**src/rtl/mbaud_pkg.sv**
```systemverilog
package mbaud_pkg;

    typedef enum logic [1:0] {
        REG_CTRL = 2'd0,
        REG_DIV  = 2'd1,
        REG_MOD  = 2'd2,
        REG_TXB  = 2'd3
    } reg_sel_e;

    localparam int CTRL_SWRST_BIT = 0;
    localparam int CTRL_IE_BIT    = 1;

endpackage

```
**src/rtl/mbaud_regs.sv**
```systemverilog
module mbaud_regs
    import mbaud_pkg::*;
#(
    parameter int DIV_W = 16,
    parameter int MOD_W = 8
) (
    input  logic             clk,
    input  logic             rst_n,
    input  logic             wr_en,
    input  logic [1:0]       wr_addr,
    input  logic [DIV_W-1:0] wr_data,
    output logic             swrst,
    output logic             tx_ie,
    output logic [DIV_W-1:0] divisor,
    output logic [MOD_W-1:0] modpat
);

    typedef struct packed {
        logic             swrst;
        logic             ie;
        logic [DIV_W-1:0] div;
        logic [MOD_W-1:0] mods;
    } regs_t;

    regs_t regs_d, regs_q;
    logic  ctrl_wr;

    always_comb begin
        regs_d  = regs_q;
        ctrl_wr = wr_en && (wr_addr == REG_CTRL);
        if (ctrl_wr) begin
            regs_d.swrst = wr_data[CTRL_SWRST_BIT];
            regs_d.ie    = wr_data[CTRL_IE_BIT];
        end
        // enable is held clear while soft reset is (or becomes) active
        if (regs_q.swrst || regs_d.swrst) begin
            regs_d.ie = 1'b0;
        end
        if (wr_en && (wr_addr == REG_DIV)) begin
            regs_d.div = wr_data;
        end
        if (wr_en && (wr_addr == REG_MOD)) begin
            regs_d.mods = wr_data[MOD_W-1:0];
        end
    end

    always_ff @(posedge clk or negedge rst_n) begin
        if (!rst_n) begin
            regs_q.swrst <= 1'b1;
            regs_q.ie    <= 1'b0;
            regs_q.div   <= '0;
            regs_q.mods  <= '0;
        end else begin
            regs_q <= regs_d;
        end
    end

    assign swrst   = regs_q.swrst;
    assign tx_ie   = regs_q.ie;
    assign divisor = regs_q.div;
    assign modpat  = regs_q.mods;

    // a control write seen during soft reset never leaves the enable set
    a_r8_ie_write_lost: assert property (@(posedge clk) disable iff (!rst_n)
        (ctrl_wr && regs_q.swrst) |=> !regs_q.ie);

endmodule

```
**src/rtl/mbaud_bit_timer.sv**
```systemverilog
module mbaud_bit_timer #(
    parameter int DIV_W = 16,
    parameter int MOD_W = 8,
    parameter int POS_W = 4
) (
    input  logic             clk,
    input  logic             rst_n,
    input  logic             clr,
    input  logic             restart,
    input  logic [POS_W-1:0] next_pos,
    input  logic [DIV_W-1:0] divisor,
    input  logic [MOD_W-1:0] modpat,
    output logic             bit_last
);

    localparam int CNT_W = DIV_W + 1;
    localparam int MI_W  = (MOD_W > 1) ? $clog2(MOD_W) : 1;

    logic [CNT_W-1:0] cnt_d, cnt_q;
    logic [CNT_W-1:0] base_len;
    logic [CNT_W-1:0] load_val;
    logic [31:0]      mod_idx;
    logic             ext;

    always_comb begin
        base_len = (divisor == '0) ? CNT_W'(1) : {1'b0, divisor};
        mod_idx  = 32'(next_pos) % 32'(MOD_W);
        ext      = modpat[mod_idx[MI_W-1:0]];
        load_val = base_len - CNT_W'(1) + {{(CNT_W-1){1'b0}}, ext};

        cnt_d = cnt_q;
        if (clr) begin
            cnt_d = '0;
        end else if (restart) begin
            cnt_d = load_val;
        end else if (cnt_q != '0) begin
            cnt_d = cnt_q - CNT_W'(1);
        end
    end

    always_ff @(posedge clk or negedge rst_n) begin
        if (!rst_n) begin
            cnt_q <= '0;
        end else begin
            cnt_q <= cnt_d;
        end
    end

    assign bit_last = (cnt_q == '0);

    // a freshly started bit never counts more than N cycles beyond its first
    a_r2_reload_in_range: assert property (@(posedge clk) disable iff (!rst_n)
        (restart && !clr) |=> (cnt_q <= $past(base_len)) && (cnt_q + CNT_W'(1) >= $past(base_len)));

endmodule

```
**src/rtl/mbaud_shifter.sv**
```systemverilog
module mbaud_shifter #(
    parameter int DATA_W  = 8,
    parameter int FRAME_N = DATA_W + 2,
    parameter int POS_W   = $clog2(FRAME_N)
) (
    input  logic              clk,
    input  logic              rst_n,
    input  logic              clr,
    input  logic              buf_wr,
    input  logic [DATA_W-1:0] buf_wdata,
    input  logic              bit_last,
    output logic              restart,
    output logic [POS_W-1:0]  next_pos,
    output logic              txd,
    output logic              tx_ready,
    output logic              tx_busy
);

    localparam logic [POS_W-1:0] LAST_POS = POS_W'(FRAME_N - 1);

    typedef struct packed {
        logic [DATA_W-1:0]  hold;
        logic               full;
        logic               active;
        logic [FRAME_N-1:0] shreg;
        logic [POS_W-1:0]   pos;
    } shift_t;

    shift_t sh_d, sh_q;
    logic   at_end, take, advance, ready;

    always_comb begin
        at_end  = sh_q.active && bit_last && (sh_q.pos == LAST_POS);
        take    = !clr && sh_q.full && (!sh_q.active || at_end);
        advance = !clr && sh_q.active && bit_last && (sh_q.pos != LAST_POS);
        ready   = !clr && !sh_q.full;

        sh_d = sh_q;
        if (clr) begin
            sh_d = '0;
        end else begin
            if (buf_wr && ready) begin
                sh_d.hold = buf_wdata;
                sh_d.full = 1'b1;
            end
            if (take) begin
                sh_d.shreg  = {1'b1, sh_q.hold, 1'b0};
                sh_d.pos    = '0;
                sh_d.active = 1'b1;
                sh_d.full   = 1'b0;
            end else if (advance) begin
                sh_d.shreg = {1'b1, sh_q.shreg[FRAME_N-1:1]};
                sh_d.pos   = sh_q.pos + POS_W'(1);
            end else if (at_end) begin
                sh_d.active = 1'b0;
            end
        end
    end

    always_ff @(posedge clk or negedge rst_n) begin
        if (!rst_n) begin
            sh_q <= '0;
        end else begin
            sh_q <= sh_d;
        end
    end

    assign restart  = take || advance;
    assign next_pos = take ? '0 : sh_q.pos + POS_W'(1);
    assign txd      = (sh_q.active && !clr) ? sh_q.shreg[0] : 1'b1;
    assign tx_ready = ready;
    assign tx_busy  = !clr && (sh_q.active || sh_q.full);

    // ready is up in the first cycle after soft reset drops
    a_r3_ready_on_release: assert property (@(posedge clk) disable iff (!rst_n)
        $fell(clr) |-> tx_ready);

    // a byte accepted while idle enters the shifter on the next edge
    a_r4_idle_handoff: assert property (@(posedge clk) disable iff (!rst_n)
        (buf_wr && tx_ready && !sh_q.active) |=> (!tx_ready || clr));

    // a waiting byte starts right at the end of the stop bit
    a_r5_no_gap: assert property (@(posedge clk) disable iff (!rst_n)
        (at_end && sh_q.full && !clr) |=> (clr || (sh_q.active && !txd)));

    // the line is high whenever nothing is pending
    a_r6_idle_line_high: assert property (@(posedge clk) disable iff (!rst_n)
        !tx_busy |-> txd);

    // a held byte is not overwritten until it is taken
    a_r7_hold_stable: assert property (@(posedge clk) disable iff (!rst_n)
        (sh_q.full && !take && !clr) |=> $stable(sh_q.hold));

endmodule

```
**src/rtl/mbaud_uart_tx.sv**
```systemverilog
module mbaud_uart_tx
    import mbaud_pkg::*;
#(
    parameter int DIV_W  = 16,
    parameter int DATA_W = 8,
    parameter int MOD_W  = 8
) (
    input  logic             clk,
    input  logic             rst_n,
    input  logic             wr_en,
    input  logic [1:0]       wr_addr,
    input  logic [DIV_W-1:0] wr_data,
    output logic             txd,
    output logic             tx_ready,
    output logic             tx_busy,
    output logic             irq
);

    localparam int FRAME_N = DATA_W + 2;
    localparam int POS_W   = $clog2(FRAME_N);

    logic             swrst;
    logic             tx_ie;
    logic [DIV_W-1:0] divisor;
    logic [MOD_W-1:0] modpat;
    logic             buf_wr;
    logic             restart;
    logic [POS_W-1:0] next_pos;
    logic             bit_last;

    assign buf_wr = wr_en && (wr_addr == REG_TXB);

    mbaud_regs #(
        .DIV_W (DIV_W),
        .MOD_W (MOD_W)
    ) u_regs (
        .clk     (clk),
        .rst_n   (rst_n),
        .wr_en   (wr_en),
        .wr_addr (wr_addr),
        .wr_data (wr_data),
        .swrst   (swrst),
        .tx_ie   (tx_ie),
        .divisor (divisor),
        .modpat  (modpat)
    );

    mbaud_bit_timer #(
        .DIV_W (DIV_W),
        .MOD_W (MOD_W),
        .POS_W (POS_W)
    ) u_timer (
        .clk      (clk),
        .rst_n    (rst_n),
        .clr      (swrst),
        .restart  (restart),
        .next_pos (next_pos),
        .divisor  (divisor),
        .modpat   (modpat),
        .bit_last (bit_last)
    );

    mbaud_shifter #(
        .DATA_W  (DATA_W),
        .FRAME_N (FRAME_N),
        .POS_W   (POS_W)
    ) u_shift (
        .clk       (clk),
        .rst_n     (rst_n),
        .clr       (swrst),
        .buf_wr    (buf_wr),
        .buf_wdata (wr_data[DATA_W-1:0]),
        .bit_last  (bit_last),
        .restart   (restart),
        .next_pos  (next_pos),
        .txd       (txd),
        .tx_ready  (tx_ready),
        .tx_busy   (tx_busy)
    );

    assign irq = tx_ready && tx_ie;

    // no request can leave the block during soft reset
    a_r8_quiet_in_reset: assert property (@(posedge clk) disable iff (!rst_n)
        swrst |-> !irq);

    // soft reset holds the line high with nothing pending
    a_r10_reset_line: assert property (@(posedge clk) disable iff (!rst_n)
        swrst |-> (txd && !tx_busy && !tx_ready));

endmodule

```
**config.mk**
```make
export PLATFORM = sky130hd
export DESIGN_NAME = mbaud_uart_tx
export DESIGN_NICKNAME = d
export VERILOG_FILES = /design/src/rtl/mbaud_pkg.sv /design/src/rtl/mbaud_regs.sv /design/src/rtl/mbaud_bit_timer.sv /design/src/rtl/mbaud_shifter.sv /design/src/rtl/mbaud_uart_tx.sv
export SDC_FILE = /design/constraint.sdc
export NUM_CORES = 1
export LEC_CHECK = 0
export BUFFER_PORTS_ARGS = -buffer_cell sky130_fd_sc_hd__buf_2
export CORE_AREA = 2 2 96 98
export DETAILED_ROUTE_END_ITERATION = 12
export DIE_AREA = 0 0 98 100
export HOLD_SLACK_MARGIN = 0.15
export PLACE_DENSITY = 0.57
export SYNTH_ARGS = -nofsm -noshare
export SYNTH_HDL_FRONTEND = slang
export SYNTH_SLANG_ARGS = --single-unit
```
**constraint.sdc**
```tcl
create_clock -name clk -period 4.46 [get_ports clk]
set_clock_uncertainty 0.2 [all_clocks]
set_input_delay 0.669 -clock clk [delete_from_list [all_inputs] [get_ports clk]]
set_output_delay 0.669 -clock clk [all_outputs]
set_load 0.02 [all_outputs]
```
==> impl_results.md, run 1 <==
* Cts repair resizes at 0
* Final WS setup at 782 ps
* Synthesized cell area at 0.00344 mm²
* CP Cell Sequence: or4_1 -> and4bb_1 -> a41oi_1 -> buf_4 -> o21ai_0 -> ha_1 -> or4b_2 -> nor4_1 -> xor2_1 -> a22oi_1 -> nor2_1
* Crit share post-route at 82.5%
* Global-route wire length before repair at 12,600 µm
* Final setup fails at 0
* DRT Pass-1 Iters at 4
* CTS tree: done
* Global placer's final weighted congestion at 0.770
* Fin crit period at 3680 ps
* Vias in the first global route at 2,500
* Synth Instances at 324
* Max clock buf depth at 2
* Synth Net Count at 351
* Maxcap violations at 0
* Slew @ Worst Pin at 973 ps
* Max-slew violation count at 0
* Clk Latency, worst-skew pair at 350 ps
* Routed wire per std cell at 15.9 µm
* # fillers at 855
* Tot Pwr at 2.11 mW
* Die area at 0.00980 mm²
* Layout Nets at 378
* Post-CTS setup repair buffer count at 0
* Register area share after synthesis at 48.7%
* Clk slew on worst S/H paths at 80 ps
* Initial antenna violation count at 0
* Die span in y at 100 µm
* Layout cells sized above 1 at 21.3%
* Area delta synth->final at 13.2%
* Setup TNS at 0 ps
* Pre-CTS setup slack at 789 ps
* Fmax at 272 MHz
* CP max stage delay at 670 ps
* IO Count at 25
* Drt first-iter violations at 147
* #FFs+latches synth at 67
* FF-to-FF path depth at 11
* Dpl hpwl at 5430 µm
* Final hold violation count at 0
* Starting Density at 38.7%
* Port buffer count at 24
* Syn avg cell area at 10.6 µm²
* Root Driver: clkbuf_8
* VDD IR-drop max at 0.000251 V
* Largest net degree at the start of global routing at 40
* Static leakage at 1.71 nW
* Hold-fix buffers, CTS at 0
* Yosys warning total at 0
* Tot GR Track Use at 16.2%
* Bufs and invs on worst path at 1
* Async S/R FF share, synth at 100%
* Primary FF master, synth: dfrtp_1
* RSZ-0062 raised after global routing: false
* Slew HR at 35.0%
* Run status: complete, no violations
* Vias per cell at 5.58
* Ant. Diodes at 0
* Pwr/cell area at 541 mW/mm²
* Final core area utilization at 43.8%
* CP endpoint kind: register
* Worst Setup Path Type: reg -> reg
* Crit-path slowest cell: or4_1
* CP Max Fanout at 15
* Number of cells on the critical path at 11
* Core box area at 0.00889 mm²
* Die width at 98 µm
* # H-tree levels at 3
* Vias at 2,607
* Overflow left after global routing at 0
* EDFF count, synth at 0
* WP data arrival at 3750 ps
* Number of buffers created by CTS at 9
* Final wirelength at 7410 µm
* Post-detailed-route count of antenna-violating nets at 0
* CP required at 4540 ps
* CTS sink count at 67
* Worst Hold Class: in -> async
* Row count at 35
* Worst path top cell family by delay: simple AND/OR/NAND/NOR gates
* Post-synth cell types at 46
* DR DRC count at 0
* Worst setup SP type: register
stage by stage:
stage / instances / hold slack (ps) / area, µm²
floorplan: 324 / 173 / 3440
global placement: 451 / 283 / 3670
detailed placement: 451 / 293 / 3670
CTS: 467 / 164 / 3900
global route: 467 / 190 / 3900
finish: 467 / 141 / 3900
cell type report:
cell class	instances	area, µm²	share of cell area [%]
Multi-Input combinational cell	240	1690	43.3
Sequential cell	67	1680	43.0
Timing Repair Buffer	28	150	3.85
Tap cell	111	139	3.56
Clock buffer	9	124	3.18
Clock inverter	7	101	2.60
Inverter	5	18.8	0.482
layer usage:
layer | vias up | global-route usage (%) | wire length, µm | share of wire (%)
met5 | - | 0 | 0 | 0
met4 | 0 | 8.44 | 202 | 2.7
met3 | 17 | 2.16 | 217 | 2.9
met2 | 51 | 23.7 | 3260 | 44
met1 | 1308 | 23.6 | 3720 | 50
li1 | 1231 | - | - | -
registers in the layout, summed over array words and instances, names as in the netlist:
signal	count
u_shift.sh_q	24
u_timer.cnt_q	17
u_regs.divisor	16
u_regs.modpat	8
u_regs.swrst	1
u_regs.tx_ie	1
path summary, 6_finish.rpt:
path / from / endpoint / slack (ps)
worst max-delay path: u_timer.cnt_q[5] / u_timer.cnt_q[7] / 780
worst min-delay path: rst_n / u_regs.divisor[10] / 140
worst max register to register: u_timer.cnt_q[5] / u_timer.cnt_q[7] / 780
worst min register to register: u_regs.modpat[3] / u_regs.modpat[3] / 310
max in group asynchronous: rst_n / u_regs.swrst / 2970
min in group clk: u_regs.modpat[3] / u_regs.modpat[3] / 310
power breakdown:
part           switching, mW  leakage (nW)  internal (mW)  total, mW
clock                  0.252         0.106          0.318      0.570
sequential             0.133         0.862          0.742      0.876
combinational          0.355         0.742          0.306      0.662
placed cells by master, fill, tap and decap left out, types with 2 or more instances in the layout:
cell	n
nor3_1	7
o21a_1	2
clkinvlp_4	2
nand3b_1	4
nand2b_1	5
nor2_1	38
mux2i_1	3
or3_1	2
xnor2_1	18
or4_1	6
a41oi_1	2
nand4_1	5
nand2_1	26
and3_1	3
buf_2	24
clkbuf_8	9
a22oi_1	3
o22ai_1	10
nor2b_1	3
mux2_2	24
buf_4	4
nor3b_1	3
clkinv_4	2
o21ai_0	4
bufinv_16	2
nor4_1	9
nand3_1	18
dfrtp_1	66
o221ai_1	8
inv_1	5
ha_1	6
a21oi_1	3
xor2_1	13
mux4_2	2
synthesized netlist by cell type, types with 2 or more instances:
library cell / instances / share of area [%]
dfrtp_1: 66 / 48
nor2_1: 38 / 4.1
nand2_1: 26 / 2.8
mux2_2: 24 / 7.8
nand3_1: 18 / 2.6
xnor2_1: 18 / 4.6
xor2_1: 13 / 3.3
o22ai_1: 10 / 1.8
nor4_1: 9 / 1.6
o221ai_1: 8 / 2.0
clkbuf_1: 7 / 0.76
nor3_1: 7 / 1.0
ha_1: 6 / 2.2
or4_1: 6 / 1.3
inv_1: 5 / 0.55
nand2b_1: 5 / 0.91
nand4_1: 5 / 0.91
nand3b_1: 4 / 0.87
o21ai_0: 4 / 0.58
a21oi_1: 3 / 0.44
a22oi_1: 3 / 0.65
and3_1: 3 / 0.55
buf_2: 3 / 0.44
mux2i_1: 3 / 0.87
nor2b_1: 3 / 0.55
nor3b_1: 3 / 0.65
a41oi_1: 2 / 0.51
mux4_2: 2 / 1.3
o21a_1: 2 / 0.44
or3_1: 2 / 0.36
logic make-up (layout without fill, tap and decap cells):
| kind of cell | count (synthesis) | in the layout | share of synthesized area [%] |
|---|---|---|---|
| AOI/OAI and AO/OA | 37 | 37 | 8.25 |
| xor gates and xnor gates | 31 | 31 | 7.89 |
| adders and majority gates | 6 | 6 | 2.18 |
| buffers and inverters | 17 | 49 | 2.29 |
| DFF | 67 | 67 | 48.7 |
| muxes | 29 | 29 | 10.0 |
| and+or+nand+nor | 137 | 137 | 20.6 |
(Power assumes the default switching activity.)
==> inputs of run 2 (changes only) <==
--- a/config.mk
+++ b/config.mk
@@ -10,7 +10,7 @@
 export DETAILED_ROUTE_END_ITERATION = 12
 export DIE_AREA = 0 0 98 100
 export HOLD_SLACK_MARGIN = 0.15
-export PLACE_DENSITY = 0.57
+export PLACE_DENSITY = 0.59
 export SYNTH_ARGS = -nofsm -noshare
 export SYNTH_HDL_FRONTEND = slang
 export SYNTH_SLANG_ARGS = --single-unit
==> constraint.sdc (replaced) <==
create_clock -name clk -period 3.2 [get_ports clk]
set_clock_uncertainty 0.2 [all_clocks]
set_input_delay 0.48 -clock clk [delete_from_list [all_inputs] [get_ports clk]]
set_output_delay 0.48 -clock clk [all_outputs]
set_load 0.02 [all_outputs]
==> impl_results.md, run 2 (synthesis results as in run 1) <==
* Slew HR at 44.1% (+9.1 points)
* CP endpoint kind: register
* Vias per cell at 5.30 (-5.0%)
* Maxcap violations at 0 (unchanged)
* Worst Setup Path Type: reg -> reg
* Final hold violation count at 0 (unchanged)
* Area delta synth->final at 15.5%
* Placed cell area at 0.00378 mm² (+2.8%)
* Initial antenna violation count at 0 (unchanged)
* RSZ-0062 raised after global routing: true
* Clk Latency, worst-skew pair at 340 ps (about the same)
* Hold_ws at 128 ps (-12.9 ps)
* Routed wire per std cell at 15.6 µm (-1.6%)
* Number of buffers created by CTS at 9 (unchanged)
* Largest Register: u_shift.sh_q
* CP Max Fanout at 4 (-11)
* Final core area utilization at 44.7% (+0.89 points)
* Hold-fix buffers, CTS at 0 (unchanged)
* Drt first-iter violations at 160 (+8.8%)
* DRT Pass-1 Iters at 4 (unchanged)
* Layout cells sized above 1 at 25.0% (+3.7 points)
* Worst path top cell family by delay: simple AND/OR/NAND/NOR gates
* Multi-input gate area at 0.00173 mm² (+2.5%)
* Static leakage at 1.76 nW (+3.0%)
* Crit share post-route at 96.1% (+14 points)
* Row count at 35 (unchanged)
* Slew @ Worst Pin at 839 ps (-134 ps)
* Clk slew on worst S/H paths at 70 ps (about the same)
* Most frequent cells in the layout: 66 x dfrtp_1, 38 x nor2_1, 26 x nand2_1
* Max clock buf depth at 2 (unchanged)
* Worst setup SP type: register
* Post-detailed-route count of antenna-violating nets at 0 (unchanged)
* Die area at 0.00980 mm² (unchanged)
* Dpl hpwl at 5360 µm (-1.4%)
* Dpl cells at 461 (+2.2%)
* Die span in y at 100 µm (unchanged)
* Fmax at 325 MHz (+20%)
* CP Cell Sequence: or4_4 -> and4bb_1 -> a41oi_2 -> o21ai_1 -> ha_2 -> or4b_4 -> nor4_4 -> xor2_1 -> a22oi_1 -> nor2_1
* Vias in the first global route at 2,507 (+0.28%)
* Vias at 2,541 (-2.5%)
* Overflow left after global routing at 0 (unchanged)
* Crit-path slowest cell: or4_4
* CP required at 3270 ps (-1270 ps)
* Fin crit period at 3070 ps (-604 ps)
* Ant. Diodes at 0 (unchanged)
* VDD IR-drop max at 0.000356 V (+42%)
* Final wirelength at 7470 µm (+0.89%)
* Port buffer count at 24 (unchanged)
* # fillers at 850 (-0.58%)
* Global placer's final weighted congestion at 0.811 (+5.3%)
* Max-slew violation count at 0 (unchanged)
* Routed length on met1 at 3720 µm (-0.13%)
* Post-route cell area at 0.00398 mm² (+2.0%)
* Worst Hold Class: in -> async
* WP data arrival at 3140 ps (-610 ps)
* Core box area at 0.00889 mm² (unchanged)
* Finished Layout Cells at 479 (+2.6%)
* Highest metal used: met4
* Metal3 WL at 209 µm (-3.7%)
* Die width at 98 µm (unchanged)
* Bufs and invs on worst path at 0 (-1)
* Tot GR Track Use at 16.1% (-0.17 points)
* Final setup fails at 0 (unchanged)
* DR DRC count at 0 (unchanged)
* WL met2 at 3470 µm (+6.5%)
* # H-tree levels at 3 (unchanged)
* Global-route wire length before repair at 12,500 µm (-1.5%)
* Starting Density at 38.7% (unchanged)
* Tot Pwr at 2.85 mW (+35%)
* Seq. cell area at 0.00168 mm² (unchanged)
* IO Count at 25 (unchanged)
* Root Driver: clkbuf_8
* Commonest non-fill, non-tap cell in the layout: dfrtp_1
* CTS sink count at 67 (unchanged)
* Max FFs per register at 24 (unchanged)
* CP max stage delay at 530 ps (-140 ps)
* Pwr/cell area at 717 mW/mm² (+33%)
* Layout Nets at 391 (+3.4%)
* CTS tree: done
* Run status: complete, no violations
* Largest net degree at the start of global routing at 68 (+70%)
run 2: changes by cell type in the layout (fill, tap and decap cells not counted), moves of 2 or more:
cell / change
buf_4: +12
clkinv_2: +3
bufinv_16: -2
clkbuf_1: +2
clkinv_4: -2
clkinvlp_4: -2
or4_1: -2
or4_4: +2
run 2: layout make-up:
type,count,share of cell area [%]
Sequential cell,67,42.2
Timing Repair Buffer,41,6.32
Clock buffer,12,3.65
Multi-Input combinational cell,240,43.5
Clock inverter,3,0.378
Inverter,5,0.472
Tap cell,111,3.49
run 2: through the flow:
step,setup TNS [ps],setup slack (ps)
after floorplan,0,6.08
after global placement,0,118
final,0,126
after global routing,-38.8,-35.6
after CTS,0,51.9
after detailed placement,0,70.5
run 2: path summary, 6_finish.rpt:
path / start / to / slack (ps) / cells past startpoint
hold / removal: rst_n / u_shift.sh_q[5] / 130 / 2
setup reg to reg: u_timer.cnt_q[10] / u_timer.cnt_q[7] / 130 / 10
min in group clk: wr_data[14] / u_regs.divisor[14] / 180 / 2
setup / recovery: u_timer.cnt_q[10] / u_timer.cnt_q[7] / 130 / 10
hold reg to reg: u_regs.modpat[7] / u_regs.modpat[7] / 310 / 1
max in group asynchronous: rst_n / u_regs.divisor[2] / 2120 / 2
run 2: repair_timing:
item                       in CTS  in global routing
setup buffers                   0                  3
resized for setup               0                  4
setup endpoints to repair       0                  5
run 2: layer usage:
metal,vias to the layer above,global-route usage (%)
met5,-,0
met4,0,6.41
met3,5,2.30
met2,34,24.0
met1,1245,23.6
li1,1257,-
run 2: where the power goes:
part | leakage, nW | switching [mW] | total (mW) | internal [mW]
clock network | 0.0860 | 0.297 | 0.592 | 0.295
logic | 0.814 | 0.527 | 1.05 | 0.519
registers | 0.862 | 0.180 | 1.22 | 1.04
==> inputs of run 3 (changes only) <==
--- a/config.mk
+++ b/config.mk
@@ -5,12 +5,12 @@
 export SDC_FILE = /design/constraint.sdc
 export NUM_CORES = 1
 export LEC_CHECK = 0
-export BUFFER_PORTS_ARGS = -buffer_cell sky130_fd_sc_hd__buf_2
-export CORE_AREA = 2 2 96 98
+export CORE_AREA = 2 2 114 83
 export DETAILED_ROUTE_END_ITERATION = 12
-export DIE_AREA = 0 0 98 100
+export DIE_AREA = 0 0 116 85
+export DONT_BUFFER_PORTS = 1
 export HOLD_SLACK_MARGIN = 0.15
-export PLACE_DENSITY = 0.59
+export PLACE_DENSITY = 0.55
 export SYNTH_ARGS = -nofsm -noshare
 export SYNTH_HDL_FRONTEND = slang
 export SYNTH_SLANG_ARGS = --single-unit
==> constraint.sdc (replaced) <==
create_clock -name clk -period 3 [get_ports clk]
set_clock_uncertainty 0.2 [all_clocks]
set_input_delay 0.45 -clock clk [delete_from_list [all_inputs] [get_ports clk]]
set_output_delay 0.45 -clock clk [all_outputs]
set_load 0.02 [all_outputs]
==> impl_results.md, run 3 (synthesis results as in run 1) <==
* Slew HR at 46.0% (+2.0 points)
* Number of cells on the critical path at 10 (unchanged)
* Global-route wire length before repair at 14,000 µm (+12%)
* Clk slew on worst S/H paths at 50 ps (-20 ps)
* Slew @ Worst Pin at 807 ps (-31.9 ps)
* Die span in y at 85 µm (-15%)
* Worst setup SP type: register
* Port buffer count at 0 (-100%)
* Max-slew violation count at 0 (unchanged)
* DR DRC count at 0 (unchanged)
* Failing checks: negative setup slack
* Dpl hpwl at 5900 µm (+10%)
* Run status: complete, but fails checks
* DRT Pass-1 Iters at 4 (unchanged)
* Sw Share at 32.9% (-2.3 points)
* Worst Hold End: u_regs.tx_ie
* Ant. Diodes at 0 (unchanged)
* Most frequent CP cell: or4_4
* Final setup fails at 2 (+2)
* CP Max Fanout at 3 (-1)
* Clk Latency, worst-skew pair at 330 ps (about the same)
* Area delta synth->final at 30.6%
* Vias at 2,691 (+5.9%)
* Largest net degree at the start of global routing at 68 (unchanged)
* CTS tree: done
* Tot Pwr at 3.63 mW (+27%)
* Max FFs per register at 24 (unchanged)
* Seq pwr share at 35.1% (-7.5 points)
* Crit-path slowest cell: or4_4
* R2R Path End: u_timer.cnt_q[11]
* Number of buffers created by CTS at 9 (unchanged)
* # H-tree levels at 3 (unchanged)
* Multi-input gate area at 0.00184 mm² (+6.4%)
* Critical hold path startpoint: wr_addr[1]
* Worst Setup Path Type: reg -> reg
* Worst Hold Class: in -> reg
* Final WS setup at -30.4 ps (-157 ps)
* Largest Register: u_shift.sh_q
* Worst path top cell family by delay: simple AND/OR/NAND/NOR gates
* WP data arrival at 3020 ps (-120 ps)
* CP endpoint kind: register
* Maxcap violations at 0 (unchanged)
* Clock network power share at 26.9% (+6.1 points)
* Global placer's final weighted congestion at 0.816 (+0.62%)
* Bufs and invs on worst path at 1 (+1)
* Seq. cell area at 0.00168 mm² (unchanged)
* Root Driver: clkbuf_16
* Overflow left after global routing at 0 (unchanged)
* Static leakage at 1.97 nW (+12%)
* CP max stage delay at 540 ps (about the same)
* Starting Density at 39.2% (+0.48 points)
* Fin crit period at 3030 ps (-43.5 ps)
* Fmax at 330 MHz (+1.4%)
* Row count at 29 (-17%)
* CP Cell Sequence: or4_4 -> and4bb_1 -> a41oi_2 -> o21ai_1 -> ha_2 -> buf_4 -> nand4_1 -> or4_4 -> xor2_1 -> o22ai_1
* Hold_ws at 188 ps (+59.2 ps)
* Layout cells sized above 1 at 27.4% (+2.4 points)
* Worst R2R Start: u_timer.cnt_q[7]
* Logic pwr share at 38.0% (+1.4 points)
* Commonest non-fill, non-tap cell in the layout: dfrtp_1
* Die width at 116 µm (+18%)
* Post-detailed-route count of antenna-violating nets at 0 (unchanged)
* Vias per cell at 5.27 (-0.73%)
* Hold Path Stages at 3
* Dpl cells at 474 (+2.8%)
* # fillers at 840 (-1.2%)
* Final hold violation count at 0 (unchanged)
* Final wirelength at 8410 µm (+13%)
* Initial antenna violation count at 0 (unchanged)
* Core box area at 0.00878 mm² (-1.2%)
* Pwr/cell area at 808 mW/mm² (+13%)
* Drt first-iter violations at 135 (-16%)
* Layout Nets at 410 (+4.9%)
* IO Count at 25 (unchanged)
* CP required at 2990 ps (-280 ps)
* Routed wire per std cell at 16.5 µm (+5.5%)
* Internal power at 2.44 mW (+32%)
* Finished Layout Cells at 511 (+6.7%)
* VDD IR-drop max at 0.000330 V (-7.2%)
* CTS sink count at 67 (unchanged)
* Vias in the first global route at 2,732 (+9.0%)
* Tot GR Track Use at 18.6% (+2.5 points)
* FF-to-FF path depth at 10 (unchanged)
* Die area at 0.00986 mm² (+0.61%)
* RSZ-0062 raised after global routing: true
* Most frequent cells in the layout: 66 x dfrtp_1, 38 x buf_4, 37 x nor2_1
* Crit share post-route at 101% (+5.0 points)
* Pre-CTS setup slack at -119 ps (-189 ps)
* Sw power at 1.20 mW (+19%)
* Max clock buf depth at 2 (unchanged)
* R2r setup slk at -30 ps (-160 ps)
## run 3: changes by cell type in the layout (fill, tap and decap cells not counted), sizes merged
cell         previous run  this run
clkinv                  3         2
clkbuf                 12        13
dlygate4sd3             0        19
## run 3: stage by stage
step | util, % | setup TNS [ps] | instance area, µm²
floorplan | - | -276 | 3480
global placement | 44.0 | -55.7 | 3860
detailed placement | 44.0 | -217 | 3860
CTS | 50.3 | -34.9 | 4420
global route | 51.2 | -594 | 4500
finish | 51.2 | -40.6 | 4500
## run 3: repair_timing
item	4_1_cts	5_1_grt
gates resized for setup	10	11
pin swaps	8	7
setup buffers	0	2
setup endpoints to repair	6	13
hold buffers	20	0
hold endpoints to repair	101	0
## run 3: how the worst max path moves through the flow
stage / from / end / slack (ps)
3_5_place_dp: u_timer.cnt_q[11] / u_timer.cnt_q[7] / -120
6_report: u_timer.cnt_q[7] / u_timer.cnt_q[11] / -30
5_1_grt: u_timer.cnt_q[7] / u_timer.cnt_q[7] / -150
3_3_place_gp: u_timer.cnt_q[11] / u_timer.cnt_q[7] / -60
2_1_floorplan: u_timer.cnt_q[5] / u_timer.cnt_q[7] / -190
4_1_cts: u_timer.cnt_q[9] / u_timer.cnt_q[7] / -30
## run 3: per-layer routing
metal  vias to the layer above  track usage, %  share of wire [%]
met2                        49            26.0                 44
met3                        10            4.29                4.8
li1                       1295               -                  -
met1                      1337            28.7                 50
met5                         -               0                  0
met4                         0            5.19                1.1
## run 3: final cells by class
cell class / count / share of cell area [%]
clock inverters: 2 / 0.223
flip-flops and latches: 67 / 37.3
inverters: 5 / 0.417
multi-input cells: 240 / 40.9
repair buffers: 60 / 11.7
well taps: 124 / 3.45
clock buffers: 13 / 6.01
## run 3: tightest hold or removal path, delay by kind of cell
kind             cells  cell delay, ps
AO/OA/AOI/OAI        1              60
AND/OR/NAND/NOR      2             150
## run 3: power by group through the flow
stage	clock, mW	sequential [mW]	combinational, mW
global route	1.05	1.30	1.51
global placement	0	1.26	1.24
CTS	1.01	1.27	1.34
finish	0.979	1.28	1.38
detailed placement	0	1.27	1.25
floorplan	0	1.26	0.786
